--- src/rtl/pio_mover_pkg.sv ---
package pio_mover_pkg;

    typedef enum logic [2:0] {
        ST_IDLE,
        ST_DEV_RD,
        ST_PUSH_LO,
        ST_PUSH_HI,
        ST_PULL_LO,
        ST_PULL_HI,
        ST_DEV_WR,
        ST_FIN
    } mover_state_e;

endpackage

--- src/rtl/pio_burst_sizer.sv ---
module pio_burst_sizer #(
    parameter int BYTE_W = 8,
    parameter int HOST_W = 20
) (
    input  logic [BYTE_W-1:0]   cnt_hi,
    input  logic [BYTE_W-1:0]   cnt_lo,
    input  logic [HOST_W-1:0]   host_rem,
    output logic [2*BYTE_W-1:0] dev_bytes,
    output logic [2*BYTE_W-1:0] xfer_bytes,
    output logic [2*BYTE_W-1:0] dev_words,
    output logic [2*BYTE_W-1:0] xfer_words
);
    localparam int DEV_W = 2 * BYTE_W;
    localparam int CMP_W = (HOST_W > DEV_W) ? HOST_W : DEV_W;

    logic [CMP_W-1:0] dev_ext;
    logic [CMP_W-1:0] host_ext;
    logic [DEV_W:0]   dev_round;
    logic [DEV_W:0]   xfer_round;

    always_comb begin
        dev_bytes  = {cnt_hi, cnt_lo};
        dev_ext    = CMP_W'(dev_bytes);
        host_ext   = CMP_W'(host_rem);
        xfer_bytes = (host_ext < dev_ext) ? DEV_W'(host_ext) : dev_bytes;
        // word counts round an odd byte up to a whole word
        dev_round  = ({1'b0, dev_bytes} + (DEV_W+1)'(1)) >> 1;
        xfer_round = ({1'b0, xfer_bytes} + (DEV_W+1)'(1)) >> 1;
        dev_words  = dev_round[DEV_W-1:0];
        xfer_words = xfer_round[DEV_W-1:0];
    end

endmodule

--- src/rtl/pio_word_lane.sv ---
module pio_word_lane #(
    parameter int BYTE_W = 8
) (
    input  logic                clk,
    input  logic                rst_n,
    input  logic                cap_word,
    input  logic [2*BYTE_W-1:0] word_in,
    input  logic                set_lo,
    input  logic                set_hi,
    input  logic [BYTE_W-1:0]   byte_in,
    output logic [2*BYTE_W-1:0] word_q,
    output logic [BYTE_W-1:0]   lo_byte,
    output logic [BYTE_W-1:0]   hi_byte
);
    always_ff @(posedge clk or negedge rst_n) begin
        if (!rst_n) begin
            word_q <= '0;
        end else if (cap_word) begin
            word_q <= word_in;
        end else if (set_lo) begin
            // a fresh low byte clears the upper half, giving the zero pad
            word_q <= {{BYTE_W{1'b0}}, byte_in};
        end else if (set_hi) begin
            word_q <= {byte_in, word_q[BYTE_W-1:0]};
        end
    end

    assign lo_byte = word_q[BYTE_W-1:0];
    assign hi_byte = word_q[2*BYTE_W-1:BYTE_W];

    // the earlier byte is kept when the later one arrives
    p_hi_keeps_lo_r3: assert property (@(posedge clk) disable iff (!rst_n)
        (set_hi && !cap_word && !set_lo) |=> (lo_byte == $past(lo_byte)));

endmodule

--- src/rtl/pio_burst_mover.sv ---
module pio_burst_mover
    import pio_mover_pkg::*;
#(
    parameter int BYTE_W = 8,
    parameter int HOST_W = 20
) (
    input  logic                clk,
    input  logic                rst_n,
    input  logic                start,
    input  logic                rd_dir,
    input  logic [BYTE_W-1:0]   cnt_hi,
    input  logic [BYTE_W-1:0]   cnt_lo,
    input  logic [HOST_W-1:0]   host_rem,
    output logic                dev_req,
    output logic                dev_wr,
    output logic [2*BYTE_W-1:0] dev_wdata,
    input  logic [2*BYTE_W-1:0] dev_rdata,
    input  logic                dev_ack,
    output logic                push_valid,
    output logic [BYTE_W-1:0]   push_data,
    input  logic                push_ready,
    input  logic                pull_valid,
    input  logic [BYTE_W-1:0]   pull_data,
    output logic                pull_ready,
    output logic                done,
    output logic                busy,
    output logic [HOST_W-1:0]   rem_left,
    output logic                xferred
);
    localparam int DEV_W = 2 * BYTE_W;

    mover_state_e state_q, state_d;

    logic [DEV_W-1:0]  bytes_left_q;
    logic [DEV_W-1:0]  words_left_q;
    logic [DEV_W-1:0]  xfer_q;
    logic [HOST_W-1:0] rem_base_q;
    logic [HOST_W-1:0] rem_left_q;
    logic              xferred_q;

    logic [DEV_W-1:0]  sz_dev_bytes, sz_xfer_bytes, sz_dev_words, sz_xfer_words;
    logic [DEV_W-1:0]  lane_word;
    logic [BYTE_W-1:0] lane_lo, lane_hi;

    logic dev_fire, push_fire, pull_fire, take_start;

    pio_burst_sizer #(.BYTE_W(BYTE_W), .HOST_W(HOST_W)) u_sizer (
        .cnt_hi     (cnt_hi),
        .cnt_lo     (cnt_lo),
        .host_rem   (host_rem),
        .dev_bytes  (sz_dev_bytes),
        .xfer_bytes (sz_xfer_bytes),
        .dev_words  (sz_dev_words),
        .xfer_words (sz_xfer_words)
    );

    pio_word_lane #(.BYTE_W(BYTE_W)) u_lane (
        .clk      (clk),
        .rst_n    (rst_n),
        .cap_word (state_q == ST_DEV_RD && dev_fire),
        .word_in  (dev_rdata),
        .set_lo   (state_q == ST_PULL_LO && pull_fire),
        .set_hi   (state_q == ST_PULL_HI && pull_fire),
        .byte_in  (pull_data),
        .word_q   (lane_word),
        .lo_byte  (lane_lo),
        .hi_byte  (lane_hi)
    );

    assign dev_fire   = dev_req && dev_ack;
    assign push_fire  = push_valid && push_ready;
    assign pull_fire  = pull_ready && pull_valid;
    assign take_start = (state_q == ST_IDLE) && start;

    // next-state decision
    always_comb begin
        state_d = state_q;
        unique case (state_q)
            ST_IDLE: begin
                if (start) begin
                    if (rd_dir) state_d = (sz_dev_bytes == '0) ? ST_FIN : ST_DEV_RD;
                    else        state_d = (sz_xfer_bytes == '0) ? ST_FIN : ST_PULL_LO;
                end
            end
            ST_DEV_RD: begin
                if (dev_fire) begin
                    if (bytes_left_q != '0)                 state_d = ST_PUSH_LO;
                    else if (words_left_q == DEV_W'(1))     state_d = ST_FIN;
                end
            end
            ST_PUSH_LO: begin
                if (push_fire) begin
                    if (bytes_left_q == DEV_W'(1))
                        state_d = (words_left_q == '0) ? ST_FIN : ST_DEV_RD;
                    else
                        state_d = ST_PUSH_HI;
                end
            end
            ST_PUSH_HI: begin
                if (push_fire) state_d = (words_left_q == '0) ? ST_FIN : ST_DEV_RD;
            end
            ST_PULL_LO: begin
                if (pull_fire) state_d = (bytes_left_q == DEV_W'(1)) ? ST_DEV_WR : ST_PULL_HI;
            end
            ST_PULL_HI: begin
                if (pull_fire) state_d = ST_DEV_WR;
            end
            ST_DEV_WR: begin
                if (dev_fire) state_d = (bytes_left_q == '0) ? ST_FIN : ST_PULL_LO;
            end
            ST_FIN:  state_d = ST_IDLE;
            default: state_d = ST_IDLE;
        endcase
    end

    // state register and burst counters
    always_ff @(posedge clk or negedge rst_n) begin
        if (!rst_n) begin
            state_q      <= ST_IDLE;
            bytes_left_q <= '0;
            words_left_q <= '0;
            xfer_q       <= '0;
            rem_base_q   <= '0;
            rem_left_q   <= '0;
            xferred_q    <= 1'b0;
        end else begin
            state_q <= state_d;
            if (take_start) begin
                bytes_left_q <= sz_xfer_bytes;
                words_left_q <= rd_dir ? sz_dev_words : sz_xfer_words;
                xfer_q       <= sz_xfer_bytes;
                rem_base_q   <= host_rem;
            end else begin
                if (dev_fire)               words_left_q <= words_left_q - DEV_W'(1);
                if (push_fire || pull_fire) bytes_left_q <= bytes_left_q - DEV_W'(1);
            end
            if (state_d == ST_FIN && state_q != ST_FIN) begin
                rem_left_q <= (state_q == ST_IDLE) ? host_rem - HOST_W'(sz_xfer_bytes)
                                                   : rem_base_q - HOST_W'(xfer_q);
                xferred_q  <= 1'b1;
            end
        end
    end

    // outputs from state
    always_comb begin
        dev_req    = 1'b0;
        dev_wr     = 1'b0;
        push_valid = 1'b0;
        pull_ready = 1'b0;
        push_data  = lane_lo;
        unique case (state_q)
            ST_DEV_RD:  dev_req = 1'b1;
            ST_DEV_WR:  begin dev_req = 1'b1; dev_wr = 1'b1; end
            ST_PUSH_LO: push_valid = 1'b1;
            ST_PUSH_HI: begin push_valid = 1'b1; push_data = lane_hi; end
            ST_PULL_LO, ST_PULL_HI: pull_ready = 1'b1;
            default: ;
        endcase
    end

    assign dev_wdata = lane_word;
    assign done      = (state_q == ST_FIN);
    assign busy      = (state_q != ST_IDLE);
    assign rem_left  = rem_left_q;
    assign xferred   = xferred_q;

    // an unanswered strobe is held unchanged
    p_strobe_hold_r12: assert property (@(posedge clk) disable iff (!rst_n)
        (dev_req && !dev_ack) |=> (dev_req && $stable(dev_wr) && $stable(dev_wdata)));

    // completion is a single-cycle pulse
    p_done_single_r9: assert property (@(posedge clk) disable iff (!rst_n)
        done |=> !done);

    // the last word of an odd write has a zero upper byte
    p_odd_pad_r5: assert property (@(posedge clk) disable iff (!rst_n)
        (dev_req && dev_wr && bytes_left_q == '0 && xfer_q[0]) |-> (dev_wdata[2*BYTE_W-1:BYTE_W] == '0));

    // no byte is pushed once the burst share is used up
    p_push_in_burst_r6: assert property (@(posedge clk) disable iff (!rst_n)
        push_valid |-> (bytes_left_q != '0));

    // a write ends on its last counted word
    p_write_words_r7: assert property (@(posedge clk) disable iff (!rst_n)
        (dev_req && dev_wr && dev_ack && bytes_left_q == '0) |-> (words_left_q == DEV_W'(1)));

    // the flag is present when completion is signalled
    p_flag_at_done_r8: assert property (@(posedge clk) disable iff (!rst_n)
        done |-> xferred);

    // a start during a burst leaves the burst size alone
    p_busy_start_r11: assert property (@(posedge clk) disable iff (!rst_n)
        (busy && start) |=> $stable(xfer_q));

endmodule

--- config.mk ---
export PLATFORM = sky130hd
export DESIGN_NAME = pio_burst_mover
export DESIGN_NICKNAME = d
export VERILOG_FILES = /design/src/rtl/pio_mover_pkg.sv /design/src/rtl/pio_burst_sizer.sv /design/src/rtl/pio_word_lane.sv /design/src/rtl/pio_burst_mover.sv
export SDC_FILE = /design/constraint.sdc
export NUM_CORES = 1
export LEC_CHECK = 0
export BUFFER_PORTS_ARGS = -buffer_cell sky130_fd_sc_hd__buf_2
export CORE_UTILIZATION = 30
export DETAILED_ROUTE_END_ITERATION = 6
export PLACE_DENSITY_LB_ADDON = 0.15
export REMOVE_ABC_BUFFERS = 1
export SETUP_SLACK_MARGIN = 0.15
export SYNTH_ARGS = -nofsm -noshare
export SYNTH_HDL_FRONTEND = slang
export SYNTH_SLANG_ARGS = --single-unit
--- constraint.sdc ---
create_clock -name clk -period 2.4 [get_ports clk]
set_input_delay 0.12 -clock clk [delete_from_list [all_inputs] [get_ports clk]]
set_output_delay 0.12 -clock clk [all_outputs]
set_load 0.01 [all_outputs]
==> results_dict.tcl <==
set metrics [dict create \
    arrival_ns 3.80 \
    clk_pin_slew_ns 0.08 \
    antenna_found_initial 0 \
    fin_crit_sh 1.47 \
    io_buffers 117 \
    cts_buffer_depth 2 \
    grt_overflow 0 \
    outcome "complete, but fails checks" \
    violations "negative setup slack" \
    layout_setup_ws_ns -1.14 \
    cts.sinks 108 \
    synth_adder_area_share 0.0832 \
    multi_input_area_sq_mm 0.00605 \
    muxShareOfSynthArea 0.0752 \
    via_count 8492 \
    finClkSkew_ns 0.0120 \
    max-slew-margin-rel 0.558 \
    path_max_fanout 6 \
    worstPathRequired_ns 2.66 \
    nets 1493 \
    final_common_cell "buf_4" \
    diodes 0 \
    critPathLaunchType "input port" \
    dp_hpwl_um 22400 \
    syn_area_per_cell_sq_um 8.51 \
    die_h_um 168 \
    drt_iter0_markers 539 \
    syn_to_final_growth_pct 56.2 \
    grt_pass1_vias 8464 \
    core_sq_mm 0.0270 \
    grt_usage 0.211 \
    synth-simple-area-share 0.212 \
    io_pins 118 \
    synthXorXnorAreaFrac 0.0707 \
    rrSetupSlack_ns -0.39 \
    timing.rr.start "bytes_left_q[6]$_DFFE_PN0P_" \
    syn-instance-count 975 \
    rsz0062_at_grt "yes" \
    grt_max_degree 46 \
    ys_seq_area_frac 0.326 \
    finalNonFillerCells 1718 \
    maxSlewViolCount 0 \
    ys_types 75 \
    place_ws_ns -1.99 \
    reg2regPathDepth 11 \
    synth_top_family_by_area "simple AND/OR/NAND/NOR gates" \
    fp-row-count 60 \
    synth_edf_count 0 \
    wl_per_cell_um 17.4 \
    hold_path_end "state_q[1]$_DFF_PN0_" \
    seqCellArea_sq_mm 0.00270 \
    root_buffer "clkbuf_16" \
    drc 0 \
    dieArea_sq_mm 0.0283 \
    cts_tree "done" \
    drive_above_1_share 0.426 \
    synth_warnings 0 \
    hp-class "in2reg" \
    tightest_slew_ns 0.664 \
    mappedNetlistArea_sq_mm 0.00830 \
    fillerInstances 2672 \
    synth-async-reset-ratio 1.00 \
    p_leak_nw 6.05 \
    hold_viol_final 0 \
    placed_cell_area_sq_mm 0.0109 \
    layout_common_cells "buf_4, nand2_1, dfrtp_1, buf_2, nor2_1" \
    ys_seq_elements 108 \
    cts_buffers 9 \
    path_class "in2reg" \
    h-tree-depth 3 \
    grt_pass1_wl_um 46300 \
    insertion_delay_ns 0.37 \
    power_density_mw_per_mm2 1020 \
    holdWs_ns 0.121 \
    ir_drop_mv 0.366 \
    synth-compound-area-share 0.184 \
    period_minus_slack_ns 3.54 \
    max_cap_viol_count 0 \
    ant_nets 0 \
    synth_flop_cell "dfrtp_1" \
    setup_viol 31 \
    rr_endpoint "rem_left[18]$_DFFE_PN0P_" \
    dp_cells 1623 \
    first_pass_iters 5 \
    start_util 0.307 \
    fmax_mhz 283 \
    hold_depth 2 \
    min_from "start" \
    final_cell_area_sq_mm 0.0130 \
    vias_per_cell 4.94 \
    endpoint_kind "flop" \
    drt_wl_total_um 30000 \
    die_w_um 168 \
    gp_congestion 0.881 \
]
flip-flops by register name, summed over array words and instances (netlist names):
name / flops
rem_left: 20
state_q: 3
xfer_q: 16
bytes_left_q: 16
rem_base_q: 20
u_lane.word_q: 16
words_left_q: 16
xferred: 1
repair_timing:
| action | in CTS | in global routing |
|---|---|---|
| resized for setup | 110 | 120 |
| buffers inserted | 26 | 25 |
| hold buffers | 25 | 0 |
| endpoints found under the setup margin | 34 | 45 |
| endpoints found under the hold margin | 75 | 0 |
| cloned | 2 | 1 |
| pin swaps | 45 | 60 |
how the worst max path moves through the flow:
stage	end	cells after the start	slack, ns	from
after floorplan	rem_left[16]$_DFFE_PN0P_	18	-2.51	cnt_hi[7]
after global placement	rem_left[16]$_DFFE_PN0P_	20	-1.92	cnt_hi[7]
after detailed placement	rem_left[17]$_DFFE_PN0P_	19	-1.99	cnt_hi[7]
after CTS	rem_left[16]$_DFFE_PN0P_	22	-1.22	cnt_hi[7]
after global routing	rem_left[18]$_DFFE_PN0P_	21	-1.34	host_rem[9]
final	rem_left[11]$_DFFE_PN0P_	21	-1.14	cnt_hi[1]
through the flow:
stage          setup TNS [ns]  power [W]   util
2_1_floorplan         -122.12    0.00785      -
3_3_place_gp           -43.10     0.0109  0.404
3_5_place_dp           -47.24     0.0109  0.404
4_1_cts                -22.53     0.0129  0.450
5_1_grt                -28.72     0.0143  0.480
6_report               -22.84     0.0132  0.480
metal layers:
metal  wire length (um)  part of all wire  GRT usage  vias to the layer above
li1                   -                 -          -                     4267
met1              14200              0.47      0.293                     4005
met2              14000              0.47      0.337                      180
met3               1010             0.034     0.0287                       40
met4                755             0.025     0.0700                        0
met5                  0                 0          0                        -
worst max-delay path, cell delays in order:
cell	delay, ns
buf_4	0.12
inv_4	0.07
ha_4	0.21
nand4_1	0.18
o21bai_1	0.12
o21ba_4	0.25
a211oi_4	0.23
buf_6	0.19
buf_6	0.12
nor2_4	0.04
a21oi_4	0.16
ha_1	0.26
nor2b_4	0.13
o2111a_2	0.29
buf_4	0.15
nor4_2	0.22
o21a_1	0.18
o21ai_0	0.10
xnor2_1	0.24
mux2i_1	0.11
mux2_4	0.27
Yosys cell counts, drive strengths merged, types with 5 or more instances:
master  count  area (sq um)
nor3b       5          37.5
a31oi       5          31.3
nor4       22           150
and2       10          62.6
or3         9          56.3
nor2       91           342
clkbuf     25          93.8
a21o        6          45.0
a222oi      8          80.1
mux2i      23           230
mux2       29           394
o211ai     12          90.1
buf        13          96.3
o21bai      5          37.5
nand2b     11          76.3
nand4      15          93.8
o21ai      59           299
xnor2      39           342
inv        58           218
nor3       16          80.1
o21a        6          45.0
nor2b       8          50.1
nand2     124           465
and3       11          68.8
a211oi     10          85.1
dfrtp     108          2700
a21oi      77           385
nand3      25           125
o31ai       6          45.0
ha         52           651
xor2       28           245
layout make-up:
class | count | area share
clock inverter | 7 | 0.00463
sequential | 108 | 0.208
timing repair buffer | 424 | 0.252
tap | 341 | 0.0329
inverter | 58 | 0.0181
multi-input combinational | 771 | 0.467
clock buffer | 9 | 0.0174
logic make-up (layout without fill, tap and decap cells):
logic type	count (synthesis)	in the layout
adders and majority gates	54	54
AOI/OAI and AO/OA	234	234
muxes	52	52
and+or+nand+nor	364	364
xor gates and xnor gates	67	67
buffers and inverters	96	498
DFF	108	108
report_power, final:
part           switching (W)  leakage, nW  internal (W)
clock network       0.000804        0.139      0.000724
registers           0.000592         1.30       0.00271
logic                0.00394         4.61       0.00441
total                0.00534         6.05       0.00785
No activity file was read; power rests on OpenSTA's default activity.
